==> src/rtl/i2c_slv_pkg.sv <==
package i2c_slv_pkg;

  typedef enum logic [1:0] {
    ST_IDLE,
    ST_ADDR,
    ST_RX,
    ST_TX
  } slv_state_e;

  localparam logic [7:0] SC_BUS_ERR = 8'h00;
  localparam logic [7:0] SC_OWN_W   = 8'h60;
  localparam logic [7:0] SC_GC_W    = 8'h70;
  localparam logic [7:0] SC_RX_OWN  = 8'h80;
  localparam logic [7:0] SC_RX_GC   = 8'h90;
  localparam logic [7:0] SC_END     = 8'hA0;
  localparam logic [7:0] SC_OWN_R   = 8'hA8;
  localparam logic [7:0] SC_TX_ACK  = 8'hB8;
  localparam logic [7:0] SC_TX_NACK = 8'hC0;
  localparam logic [7:0] SC_NONE    = 8'hF8;

endpackage

==> src/rtl/i2c_slv_filt.sv <==
module i2c_slv_filt #(
  parameter int SYNC_STAGES = 2,
  parameter int VOTE_TAPS   = 3
) (
  input  logic clk_i,
  input  logic rst_ni,
  input  logic line_i,
  output logic line_o
);
  localparam int HALF = VOTE_TAPS / 2;
  localparam int CW   = $clog2(VOTE_TAPS + 1);

  logic [SYNC_STAGES-1:0] sync_q;
  logic [VOTE_TAPS-1:0]   tap_q;
  logic [CW-1:0]          ones;

  always_comb begin
    ones = '0;
    for (int i = 0; i < VOTE_TAPS; i++) ones = ones + CW'(tap_q[i]);
  end

  always_ff @(posedge clk_i or negedge rst_ni) begin
    if (!rst_ni) begin
      sync_q <= '1;
      tap_q  <= '1;
      line_o <= 1'b1;
    end else begin
      sync_q <= {sync_q[SYNC_STAGES-2:0], line_i};
      tap_q  <= {tap_q[VOTE_TAPS-2:0], sync_q[SYNC_STAGES-1]};
      line_o <= (ones > CW'(HALF));
    end
  end
endmodule

==> src/rtl/i2c_slv_cond.sv <==
module i2c_slv_cond (
  input  logic clk_i,
  input  logic rst_ni,
  input  logic scl_i,
  input  logic sda_i,
  output logic scl_rise_o,
  output logic scl_fall_o,
  output logic start_o,
  output logic stop_o
);
  logic scl_q, sda_q;

  always_ff @(posedge clk_i or negedge rst_ni) begin
    if (!rst_ni) begin
      scl_q <= 1'b1;
      sda_q <= 1'b1;
    end else begin
      scl_q <= scl_i;
      sda_q <= sda_i;
    end
  end

  assign scl_rise_o = scl_i & ~scl_q;
  assign scl_fall_o = ~scl_i & scl_q;
  // SCL high on both samples: data edge is a condition, not a bit
  assign start_o    = scl_i & scl_q & sda_q & ~sda_i;
  assign stop_o     = scl_i & scl_q & ~sda_q & sda_i;
endmodule

==> src/rtl/i2c_slv_core.sv <==
module i2c_slv_core
  import i2c_slv_pkg::*;
#(
  parameter int DATA_W    = 8,
  parameter int SETUP_CYC = 4
) (
  input  logic              clk_i,
  input  logic              rst_ni,
  input  logic              scl_rise_i,
  input  logic              scl_fall_i,
  input  logic              start_i,
  input  logic              stop_i,
  input  logic              sda_i,
  input  logic [DATA_W-2:0] own_addr_i,
  input  logic              ack_en_i,
  input  logic              gc_en_i,
  input  logic [DATA_W-1:0] tx_data_i,
  input  logic              evt_clr_i,
  output logic [DATA_W-1:0] rx_data_o,
  output logic              evt_o,
  output logic [7:0]        status_o,
  output logic              sda_drv_o,
  output logic              scl_hold_o
);
  localparam int UNIT  = DATA_W + 1;
  localparam int CNT_W = $clog2(UNIT + 1);
  localparam int REL_W = $clog2(SETUP_CYC + 1);

  slv_state_e        state_q, state_d;
  logic [CNT_W-1:0]  cnt_q, cnt_d;
  logic [DATA_W-1:0] sh_q, sh_d, tx_q, tx_d, rx_q, rx_d;
  logic              gc_q, gc_d, mack_q, mack_d, drv_q, drv_d;
  logic              evt_q, evt_d, hold_q, hold_d;
  logic [7:0]        stat_q, stat_d;
  logic [REL_W-1:0]  rel_q, rel_d;

  logic       ev_set, ev_hold;
  logic [7:0] ev_code;
  logic       addr_own, addr_gc, in_xfer, mid_byte;

  always_comb begin
    state_d = state_q;
    cnt_d   = cnt_q;
    sh_d    = sh_q;
    tx_d    = tx_q;
    rx_d    = rx_q;
    gc_d    = gc_q;
    mack_d  = mack_q;
    drv_d   = drv_q;
    evt_d   = evt_q;
    hold_d  = hold_q;
    stat_d  = stat_q;
    rel_d   = (rel_q != '0) ? rel_q - 1'b1 : rel_q;
    ev_set  = 1'b0;
    ev_hold = 1'b0;
    ev_code = SC_NONE;

    addr_own = (sh_q[DATA_W-1:1] == own_addr_i);
    addr_gc  = gc_en_i && (sh_q[DATA_W-1:1] == '0) && !sh_q[0];
    in_xfer  = (state_q == ST_RX) || (state_q == ST_TX);
    // a legal condition only follows the first SCL rise of a unit
    mid_byte = (cnt_q >= CNT_W'(2));

    if (start_i || stop_i) begin
      if (in_xfer) begin
        ev_set  = 1'b1;
        ev_code = mid_byte ? SC_BUS_ERR : SC_END;
      end
      state_d = start_i ? ST_ADDR : ST_IDLE;
      cnt_d   = '0;
      drv_d   = 1'b0;
      gc_d    = 1'b0;
    end else if (state_q != ST_IDLE) begin
      if (scl_rise_i) begin
        cnt_d = cnt_q + 1'b1;
        if (cnt_q < CNT_W'(DATA_W)) sh_d = {sh_q[DATA_W-2:0], sda_i};
        else if (state_q == ST_TX) mack_d = ~sda_i;
      end
      if (scl_fall_i) begin
        if (cnt_q == CNT_W'(DATA_W)) begin
          case (state_q)
            ST_ADDR: begin
              if (ack_en_i && (addr_own || addr_gc)) begin
                drv_d = 1'b1;
                gc_d  = !addr_own;
              end else begin
                state_d = ST_IDLE;
                cnt_d   = '0;
              end
            end
            ST_RX: begin
              if (ack_en_i) drv_d = 1'b1;
              else begin
                state_d = ST_IDLE;
                cnt_d   = '0;
              end
            end
            default: drv_d = 1'b0;
          endcase
        end else if (cnt_q == CNT_W'(UNIT)) begin
          cnt_d   = '0;
          drv_d   = 1'b0;
          ev_set  = 1'b1;
          ev_hold = 1'b1;
          case (state_q)
            ST_ADDR: begin
              if (sh_q[0]) begin
                state_d = ST_TX;
                ev_code = SC_OWN_R;
              end else begin
                state_d = ST_RX;
                ev_code = gc_q ? SC_GC_W : SC_OWN_W;
              end
            end
            ST_RX: begin
              rx_d    = sh_q;
              ev_code = gc_q ? SC_RX_GC : SC_RX_OWN;
            end
            default: begin
              ev_code = mack_q ? SC_TX_ACK : SC_TX_NACK;
              if (!mack_q) state_d = ST_IDLE;
            end
          endcase
        end else if (state_q == ST_TX && cnt_q != '0) begin
          drv_d = ~tx_q[CNT_W'(DATA_W - 1) - cnt_q];
        end
      end
    end

    if (ev_set) begin
      evt_d  = 1'b1;
      stat_d = ev_code;
      hold_d = ev_hold;
    end else if (evt_clr_i && evt_q) begin
      evt_d  = 1'b0;
      stat_d = SC_NONE;
      hold_d = 1'b0;
      if (hold_q) begin
        rel_d = REL_W'(SETUP_CYC);
        if (state_q == ST_TX && cnt_q == '0) begin
          tx_d  = tx_data_i;
          drv_d = ~tx_data_i[DATA_W-1];
        end
      end
    end
  end

  always_ff @(posedge clk_i or negedge rst_ni) begin
    if (!rst_ni) begin
      state_q <= ST_IDLE;
      cnt_q   <= '0;
      sh_q    <= '0;
      tx_q    <= '0;
      rx_q    <= '0;
      gc_q    <= 1'b0;
      mack_q  <= 1'b0;
      drv_q   <= 1'b0;
      evt_q   <= 1'b0;
      hold_q  <= 1'b0;
      stat_q  <= SC_NONE;
      rel_q   <= '0;
    end else begin
      state_q <= state_d;
      cnt_q   <= cnt_d;
      sh_q    <= sh_d;
      tx_q    <= tx_d;
      rx_q    <= rx_d;
      gc_q    <= gc_d;
      mack_q  <= mack_d;
      drv_q   <= drv_d;
      evt_q   <= evt_d;
      hold_q  <= hold_d;
      stat_q  <= stat_d;
      rel_q   <= rel_d;
    end
  end

  assign rx_data_o  = rx_q;
  assign evt_o      = evt_q;
  assign status_o   = stat_q;
  assign sda_drv_o  = drv_q;
  assign scl_hold_o = hold_q | (rel_q != '0);
endmodule

==> src/rtl/i2c_slv_stretch.sv <==
module i2c_slv_stretch
  import i2c_slv_pkg::*;
#(
  parameter int DATA_W      = 8,
  parameter int SYNC_STAGES = 2,
  parameter int VOTE_TAPS   = 3,
  parameter int SETUP_CYC   = 4
) (
  input  logic              clk_i,
  input  logic              rst_ni,
  input  logic              scl_i,
  input  logic              sda_i,
  output logic              scl_oe_o,
  output logic              sda_oe_o,
  input  logic [DATA_W-2:0] own_addr_i,
  input  logic              ack_en_i,
  input  logic              gc_en_i,
  input  logic [DATA_W-1:0] tx_data_i,
  output logic [DATA_W-1:0] rx_data_o,
  input  logic              evt_clr_i,
  output logic              evt_o,
  output logic [7:0]        status_o
);
  localparam int LINES = 2;

  logic [LINES-1:0] raw, filt;
  logic scl_rise, scl_fall, start_det, stop_det;

  assign raw = {sda_i, scl_i};

  for (genvar g = 0; g < LINES; g++) begin : g_filt
    i2c_slv_filt #(
      .SYNC_STAGES(SYNC_STAGES),
      .VOTE_TAPS  (VOTE_TAPS)
    ) u_filt (
      .clk_i (clk_i),
      .rst_ni(rst_ni),
      .line_i(raw[g]),
      .line_o(filt[g])
    );
  end

  i2c_slv_cond u_cond (
    .clk_i     (clk_i),
    .rst_ni    (rst_ni),
    .scl_i     (filt[0]),
    .sda_i     (filt[1]),
    .scl_rise_o(scl_rise),
    .scl_fall_o(scl_fall),
    .start_o   (start_det),
    .stop_o    (stop_det)
  );

  i2c_slv_core #(
    .DATA_W   (DATA_W),
    .SETUP_CYC(SETUP_CYC)
  ) u_core (
    .clk_i     (clk_i),
    .rst_ni    (rst_ni),
    .scl_rise_i(scl_rise),
    .scl_fall_i(scl_fall),
    .start_i   (start_det),
    .stop_i    (stop_det),
    .sda_i     (filt[1]),
    .own_addr_i(own_addr_i),
    .ack_en_i  (ack_en_i),
    .gc_en_i   (gc_en_i),
    .tx_data_i (tx_data_i),
    .evt_clr_i (evt_clr_i),
    .rx_data_o (rx_data_o),
    .evt_o     (evt_o),
    .status_o  (status_o),
    .sda_drv_o (sda_oe_o),
    .scl_hold_o(scl_oe_o)
  );
endmodule

==> config.mk <==
export PLATFORM = sky130hd
export DESIGN_NAME = i2c_slv_stretch
export DESIGN_NICKNAME = d
export VERILOG_FILES = /design/src/rtl/i2c_slv_pkg.sv /design/src/rtl/i2c_slv_filt.sv /design/src/rtl/i2c_slv_cond.sv /design/src/rtl/i2c_slv_core.sv /design/src/rtl/i2c_slv_stretch.sv
export SDC_FILE = /design/constraint.sdc
export NUM_CORES = 1
export LEC_CHECK = 0
export BUFFER_PORTS_ARGS = -buffer_cell sky130_fd_sc_hd__buf_2
export CAP_MARGIN = 30
export CORE_ASPECT_RATIO = 1.2
export CORE_MARGIN = 2
export CORE_UTILIZATION = 25
export CTS_CLUSTER_SIZE = 24
export DETAILED_ROUTE_END_ITERATION = 10
export PLACE_DENSITY = 0.53
export SYNTH_ARGS = -nofsm -noshare
export SYNTH_HDL_FRONTEND = slang
export SYNTH_SLANG_ARGS = --single-unit
==> constraint.sdc <==
create_clock -name clk_i -period 3.3 [get_ports clk_i]
set_clock_uncertainty 0.05 [all_clocks]
set_input_delay 0.165 -clock clk_i [delete_from_list [all_inputs] [get_ports clk_i]]
set_output_delay 0.165 -clock clk_i [all_outputs]
set_load 0.03 [all_outputs]
## Yosys cells after proc, flatten, opt, wreduce, memory -nomap -nowiden

Index checks and enable logic that the tools add are counted.

| cells by class | value |
|---|---|
| $lt $le $gt $ge | 5 |
| muxes and demuxes | 70 |
| reductions and logical operators | 29 |
| bitwise operators | 18 |
| add/subtract/negate cells | 7 |
| eq/ne operators | 11 |

Operator list:

| cell | count |
|---|---|
| $mux 8 | 10 |
| $mux 4 | 8 |
| $mux 1 | 31 |
| $mux 2 | 8 |
| $pmux 8 s2 | 1 |
| $reduce_bool 2->1 | 7 |
| $mux 3 | 4 |
| $mux 5 | 2 |
| $not 1->1 | 10 |
| $reduce_and 5->1 | 2 |
| $eq 4x4->1 const B | 2 |
| $lt 4x4->1 const B | 2 |
| $pmux 2 s2 | 2 |
| $pmux 4 s2 | 1 |
| $reduce_and 4->1 | 2 |
| $reduce_and 8->1 | 1 |
| $and 1x1->1 | 7 |
| $eq 7x7->1 | 1 |
| $logic_not 7->1 | 1 |
| $mux 7 | 1 |
| $logic_and 1x1->1 | 6 |
| $ne 3x3->1 const B | 2 |
| $reduce_and 6->1 | 1 |
| $reduce_bool 3->1 | 2 |
| other kinds (19) | 26 |

| storage, ports and cells | value |
|---|---|
| bits of input ports | 22 |
| logic and storage cells | 160 |
| bits in registers | 60 |
| output and inout port bits | 19 |

## Depth between registers and ports, before layout

| depth | value |
|---|---|
| word-level depth | 15 |
| depth in mapped cells | 9 |
| depth with buffers taken out | 7 |

## Hierarchy

Synthesis repeated with hierarchy kept, for this count alone.

| unflattened totals | value |
|---|---|
| cell total of the unflattened synthesis | 243 |
| area total of the unflattened synthesis | 2,891.5 um2 |

Modules (own cells, without submodules):

| module | instances | cells each | sequential area each (um2) | area each (um2) |
|---|---|---|---|---|
| i2c_slv_core | 1 | 221 | 1,082.3 | 2,451.1 |
| i2c_slv_filt | 2 | 8 | 157.7 | 177.7 |
| i2c_slv_cond | 1 | 6 | 52.6 | 85.1 |

## Worst setup path after synthesis

Ideal clock, no wire load.

| path | value |
|---|---|
| path type | flip-flop to flip-flop |
| from | register u_core.state_q[1] |
| to | register u_core.state_q[0] |
| period minus slack after synthesis | 2,180 ps |
| required time | 3,125 ps |
| setup slack | 1,120 ps |
| cell stages (with the launch flop) | 8 |
| setup time | 125 ps |
| buffers on the path | 0 |
| data arrival time | 2,006 ps |
| cell sequence | dfrtp_1 inv_1 ha_1 or3b_4 nor3_4 nand2_1 o311ai_2 mux2_2 |

| on the way | value |
|---|---|
| word-level cells in the longest chain between the ends | 7 |
| elaborated cells on any way between the ends | 17 |
| those cells by class | eq/ne: 7; mux: 7; reduce/logical: 3 |

RTL lines:

| what | RTL line | text |
|---|---|---|
| start: declaration | i2c_slv_core.sv:29 | `slv_state_e state_q, state_d;` |
| start signal: assignment | i2c_slv_core.sv:163 | `state_q <= state_d;` |
| $eq 2x2->1 or $eq 2x1->1 (tied branches) | i2c_slv_core.sv:81, i2c_slv_core.sv:105 |  |
| $pmux 2 s2 | i2c_slv_core.sv:105 | `case (state_q)` |
| $mux 2 | i2c_slv_core.sv:100 | `end else if (cnt_q == CNT_W'(UNIT)) begin` |
| $mux 2 | i2c_slv_core.sv:80 | `if (cnt_q == CNT_W'(DATA_W)) begin` |
| $mux 2 | i2c_slv_core.sv:79 | `if (scl_fall_i) begin` |
| $mux 2 | i2c_slv_core.sv:73 | `end else if (state_q != ST_IDLE) begin` |
| $mux 2 | i2c_slv_core.sv:64 | `if (start_i \|\| stop_i) begin` |

Several ways; a longest one is shown, not always the timed one. The select of a mux whose other input is x is not followed.
A chain may end at the register's enable or synchronous reset.

## Worst setup path in the final report

| path | value |
|---|---|
| from | register u_core.cnt_q[1] |
| to | register u_core.tx_q[0] |

| on the way | value |
|---|---|
| word-level cells in the longest chain between the ends | 8 |
| elaborated cells on any way between the ends | 11 |
| those cells by class | eq/ne: 2; mux: 5; bitwise: 1; reduce/logical: 3 |

RTL lines:

| what | RTL line | text |
|---|---|---|
| start: declaration | i2c_slv_core.sv:30 | `logic [CNT_W-1:0] cnt_q, cnt_d;` |
| start signal: assignment | i2c_slv_core.sv:164 | `cnt_q <= cnt_d;` |
| $eq 4x4->1 | i2c_slv_core.sv:100 |  |
| $mux 1 | i2c_slv_core.sv:100 |  |
| $mux 1 | i2c_slv_core.sv:80 |  |
| $mux 1 | i2c_slv_core.sv:79 |  |
| $mux 1 | i2c_slv_core.sv:73 |  |
| $mux 1 | i2c_slv_core.sv:64 |  |
| $not 1->1 (no line) | n/a |  |
| $reduce_and 4->1 (no line) (*) | n/a |  |
| end signal: assignment | i2c_slv_core.sv:166 | `tx_q <= tx_d;` |
| end: declaration | i2c_slv_core.sv:31 | `logic [DATA_W-1:0] sh_q, sh_d, tx_q, tx_d, rx_q, rx_d;` |

Every way passes the cells marked *; elsewhere a longest branch is shown, timed or not.

==> results.toml <==
[run_status]
status = "completed"

[grt]
grt_usage_pct = 11.1
grt_pass1_wl_mm = 10.8
grt_pass1_vias = 2131
grt_max_degree = 25
grt-ovfl-total = 0
antenna_found_initial = 0

[final_layout]
mostFrequentLayoutCells = "dfrtp_1 (38), buf_2 (37), dfstp_2 (19)"
fill_cells = 1219
final_util_pct = 31.4
antenna_cells = 0
stdcell_count = 460
drive_above_1_share_pct = 38.6
seq_area_um2 = 1450
layout_commonest_cell = "dfrtp_1"
syn_to_final_growth_pct = 23.1
nets = 332
multi_input_area_um2 = 1390

[detailed_routing]
first_pass_iters = 4
drt-total-wl_mm = 6.34
viasPerCell = 4.47
drc = 0
ant_nets = 0
drt-wirelength-per-cell_um = 13.8
vias = 2056
drtIter0Drc = 104

[worst_setup_path]
critPathSlowestCell = "or4_1"
crit_path_start = "u_core.cnt_q[1]$_DFFE_PN0N_"
slowest_delay_ns = 0.83
reg2reg_slack_ns = 0.66
crit_path_max_fanout = 14
cp-start-kind = "flop"
cp-end-kind = "flop"
critical_path.cell_chain = "inv_1 -> ha_1 -> o21ai_2 -> nor4_2 -> buf_4 -> or4_1 -> mux2_4"
crit_arrival_ns = 2.79
required_ns = 3.45
r2r-start = "u_core.cnt_q[1]$_DFFE_PN0N_"
crit_type = "reg2reg"
r2r_end = "u_core.tx_q[0]$_DFFE_PN0P_"
reg2regPathDepth = 7

[logic_synthesis]
syn_inst = 254
ys.flop_type = "dfrtp_1"
synth_area_um2 = 2940
netlist-cell-type-count = 54
synth_top_area_share_pct = 32.3
syn_avg_cell_area_um2 = 11.6
yosysTopAreaCell = "dfrtp_1"
synth-seq-area-share_pct = 49.3
ys_ff_latch = 57
synth-edff-count = 0
synth_area_leaders = "dfrtp_1 (32%), dfstp_2 (17%), mux2_2 (6.5%)"
yosys_warnings = 0
async_reset_ff_share_pct = 100

[clocking]
clk_pin_slew_ns = 0.05
cts_inserted_buffers = 9
h-tree-depth = 3
cts_buffer_depth = 2
clockRootBuffer = "clkbuf_16"
clock_sinks = 57
cts_tree = "done"
postCtsSetupBuffers = 0
insertion_delay_ns = 0.33

[floorplanning]
rows = 43
pin_count = 41
coreArea_um2 = 11500
fp.dieArea_um2 = 12600
initial_core_util_pct = 25.5
die_h_um = 123
die_x_um = 103

[timing]
post-route-period-util_pct = 80.0
tightest_slew_ns = 0.641
final_max_slew_viol_count = 0
rsz0062_at_grt = "false"
period_needed_ns = 2.64
hold_viol = 0
relSlewSlack_pct = 57.0
setup_viol = 0
timing.setup.tns_ns = 0
max_freq_mhz = 379

[pwr]
power_mw = 2.70
seq_power_share_pct = 36.2
pwr-share-comb_pct = 31.8
power.density_nw_per_um2 = 745
p_clk_share_pct = 32.0
ir_worst_vdd_v = 0.000342
power.internal_mw = 1.76
swShare_pct = 34.6
p_leak_nw = 1.64
switching_power_mw = 0.935

[placement]
gp_congestion = 0.795
placement.io_buffers = 37
place_hpwl_mm = 4.78
placedCellCount = 441

[worst_hold_path]
holdCritStartpoint = "tx_data_i[1]"
hp-class = "in2reg"
hold_end = "u_core.tx_q[1]$_DFFE_PN0P_"
hold_depth = 2

[run]
drv_cap = 0
[flip-flops by register name (all words and copies together), names as in the netlist, 3 cells and up]
register / count
u_core.tx_q: 8
g_filt.u_filt.sync_q: 4
u_core.sh_q: 8
u_core.rx_data_o: 8
g_filt.u_filt.tap_q: 6
u_core.cnt_q: 4
u_core.status_o: 5
u_core.rel_q: 3
[metal layers]
| layer | wire, um | global-route usage [%] | vias up |
|---|---|---|---|
| met2 | 3030 | 17.5 | 45 |
| met5 | 0 | 0 | - |
| met4 | 180 | 5.67 | 0 |
| met1 | 2860 | 14.4 | 1001 |
| li1 | - | - | 997 |
| met3 | 272 | 2.28 | 13 |
[cells in the mapped netlist (3+ instances only)]
cell      instances
buf_4             4
a21oi_1          11
nand4_1           4
nand2b_1          6
nand2_1          10
inv_1             8
a21o_1            4
dfrtp_1          38
o21ai_0           7
nor2b_1           4
or2_2             3
buf_2             5
o22ai_1           3
xnor2_1           9
mux2_2           17
clkbuf_1          3
ha_1             12
nor3_1            8
dfstp_2          19
mux2_4            8
a211oi_1          5
nand3_1           6
or3_1             4
a31oi_1           5
nor2_1           16
[timing repair]
action | 4_1_cts | 5_1_grt
endpoints found under the hold margin | 16 | 0
hold buffers | 3 | 0
gates resized for setup | 0 | 0
[worst max path at each step]
| stage | end | slack (ns) |
|---|---|---|
| finish | u_core.tx_q[0]$_DFFE_PN0P_ | 0.66 |
| global route | u_core.tx_q[3]$_DFFE_PN0P_ | 0.49 |
| CTS | u_core.tx_q[5]$_DFFE_PN0P_ | 0.64 |
| detailed placement | u_core.tx_q[5]$_DFFE_PN0P_ | 0.66 |
| global placement | u_core.tx_q[5]$_DFFE_PN0P_ | 0.79 |
| floorplan | u_core.state_q[0]$_DFFE_PN0P_ | 1.12 |
[cell families (layout without fill, tap and decap cells)]
logic type / after synthesis / count (layout) / synth area share (%)
other cells: 1 / 3 / 0.128
xor+xnor: 10 / 10 / 2.98
fa+ha+maj: 12 / 12 / 5.11
buf+inv: 22 / 69 / 3.79
compound gates: 48 / 48 / 11.1
mux: 29 / 29 / 12.8
flops: 57 / 57 / 49.3
simple gates: 75 / 75 / 14.8
[critical path, delay by kind of cell, from the launching register on]
family | cells | cell delay (ns)
simple gates | 2 | 0.88
flops | 1 | 0.56
mux | 1 | 0.40
buf+inv | 2 | 0.33
fa+ha+maj | 1 | 0.23
compound gates | 1 | 0.07
[layout make-up]
type	count	area share [%]
repair buffers	45	7.53
well taps	157	5.43
multi-input cells	177	38.3
flip-flops and latches	57	40.0
clock inverters	3	0.415
inverters	8	0.829
clock buffers	13	7.46
[through the flow]
| stage | setup WS (ns) | area, um^2 | hold slack (ns) |
|---|---|---|---|
| 2_1_floorplan | 1.12 | 2950 | -0.181 |
| 5_1_grt | 0.493 | 3620 | 0.0280 |
| 4_1_cts | 0.639 | 3620 | 0.0223 |
| 3_3_place_gp | 0.790 | 3280 | 0.223 |
| 3_5_place_dp | 0.664 | 3310 | 0.131 |
| 6_report | 0.662 | 3620 | 0.0265 |
[power groups by stage]
stage	sequential (mW)	clock [mW]	combinational (mW)
3_3_place_gp	0.985	0	0.849
2_1_floorplan	0.998	0	0.625
5_1_grt	1.00	0.913	0.961
3_5_place_dp	0.991	0	0.857
4_1_cts	0.982	0.885	0.864
6_report	0.977	0.864	0.857
Power figures use the tool's default switching activity.
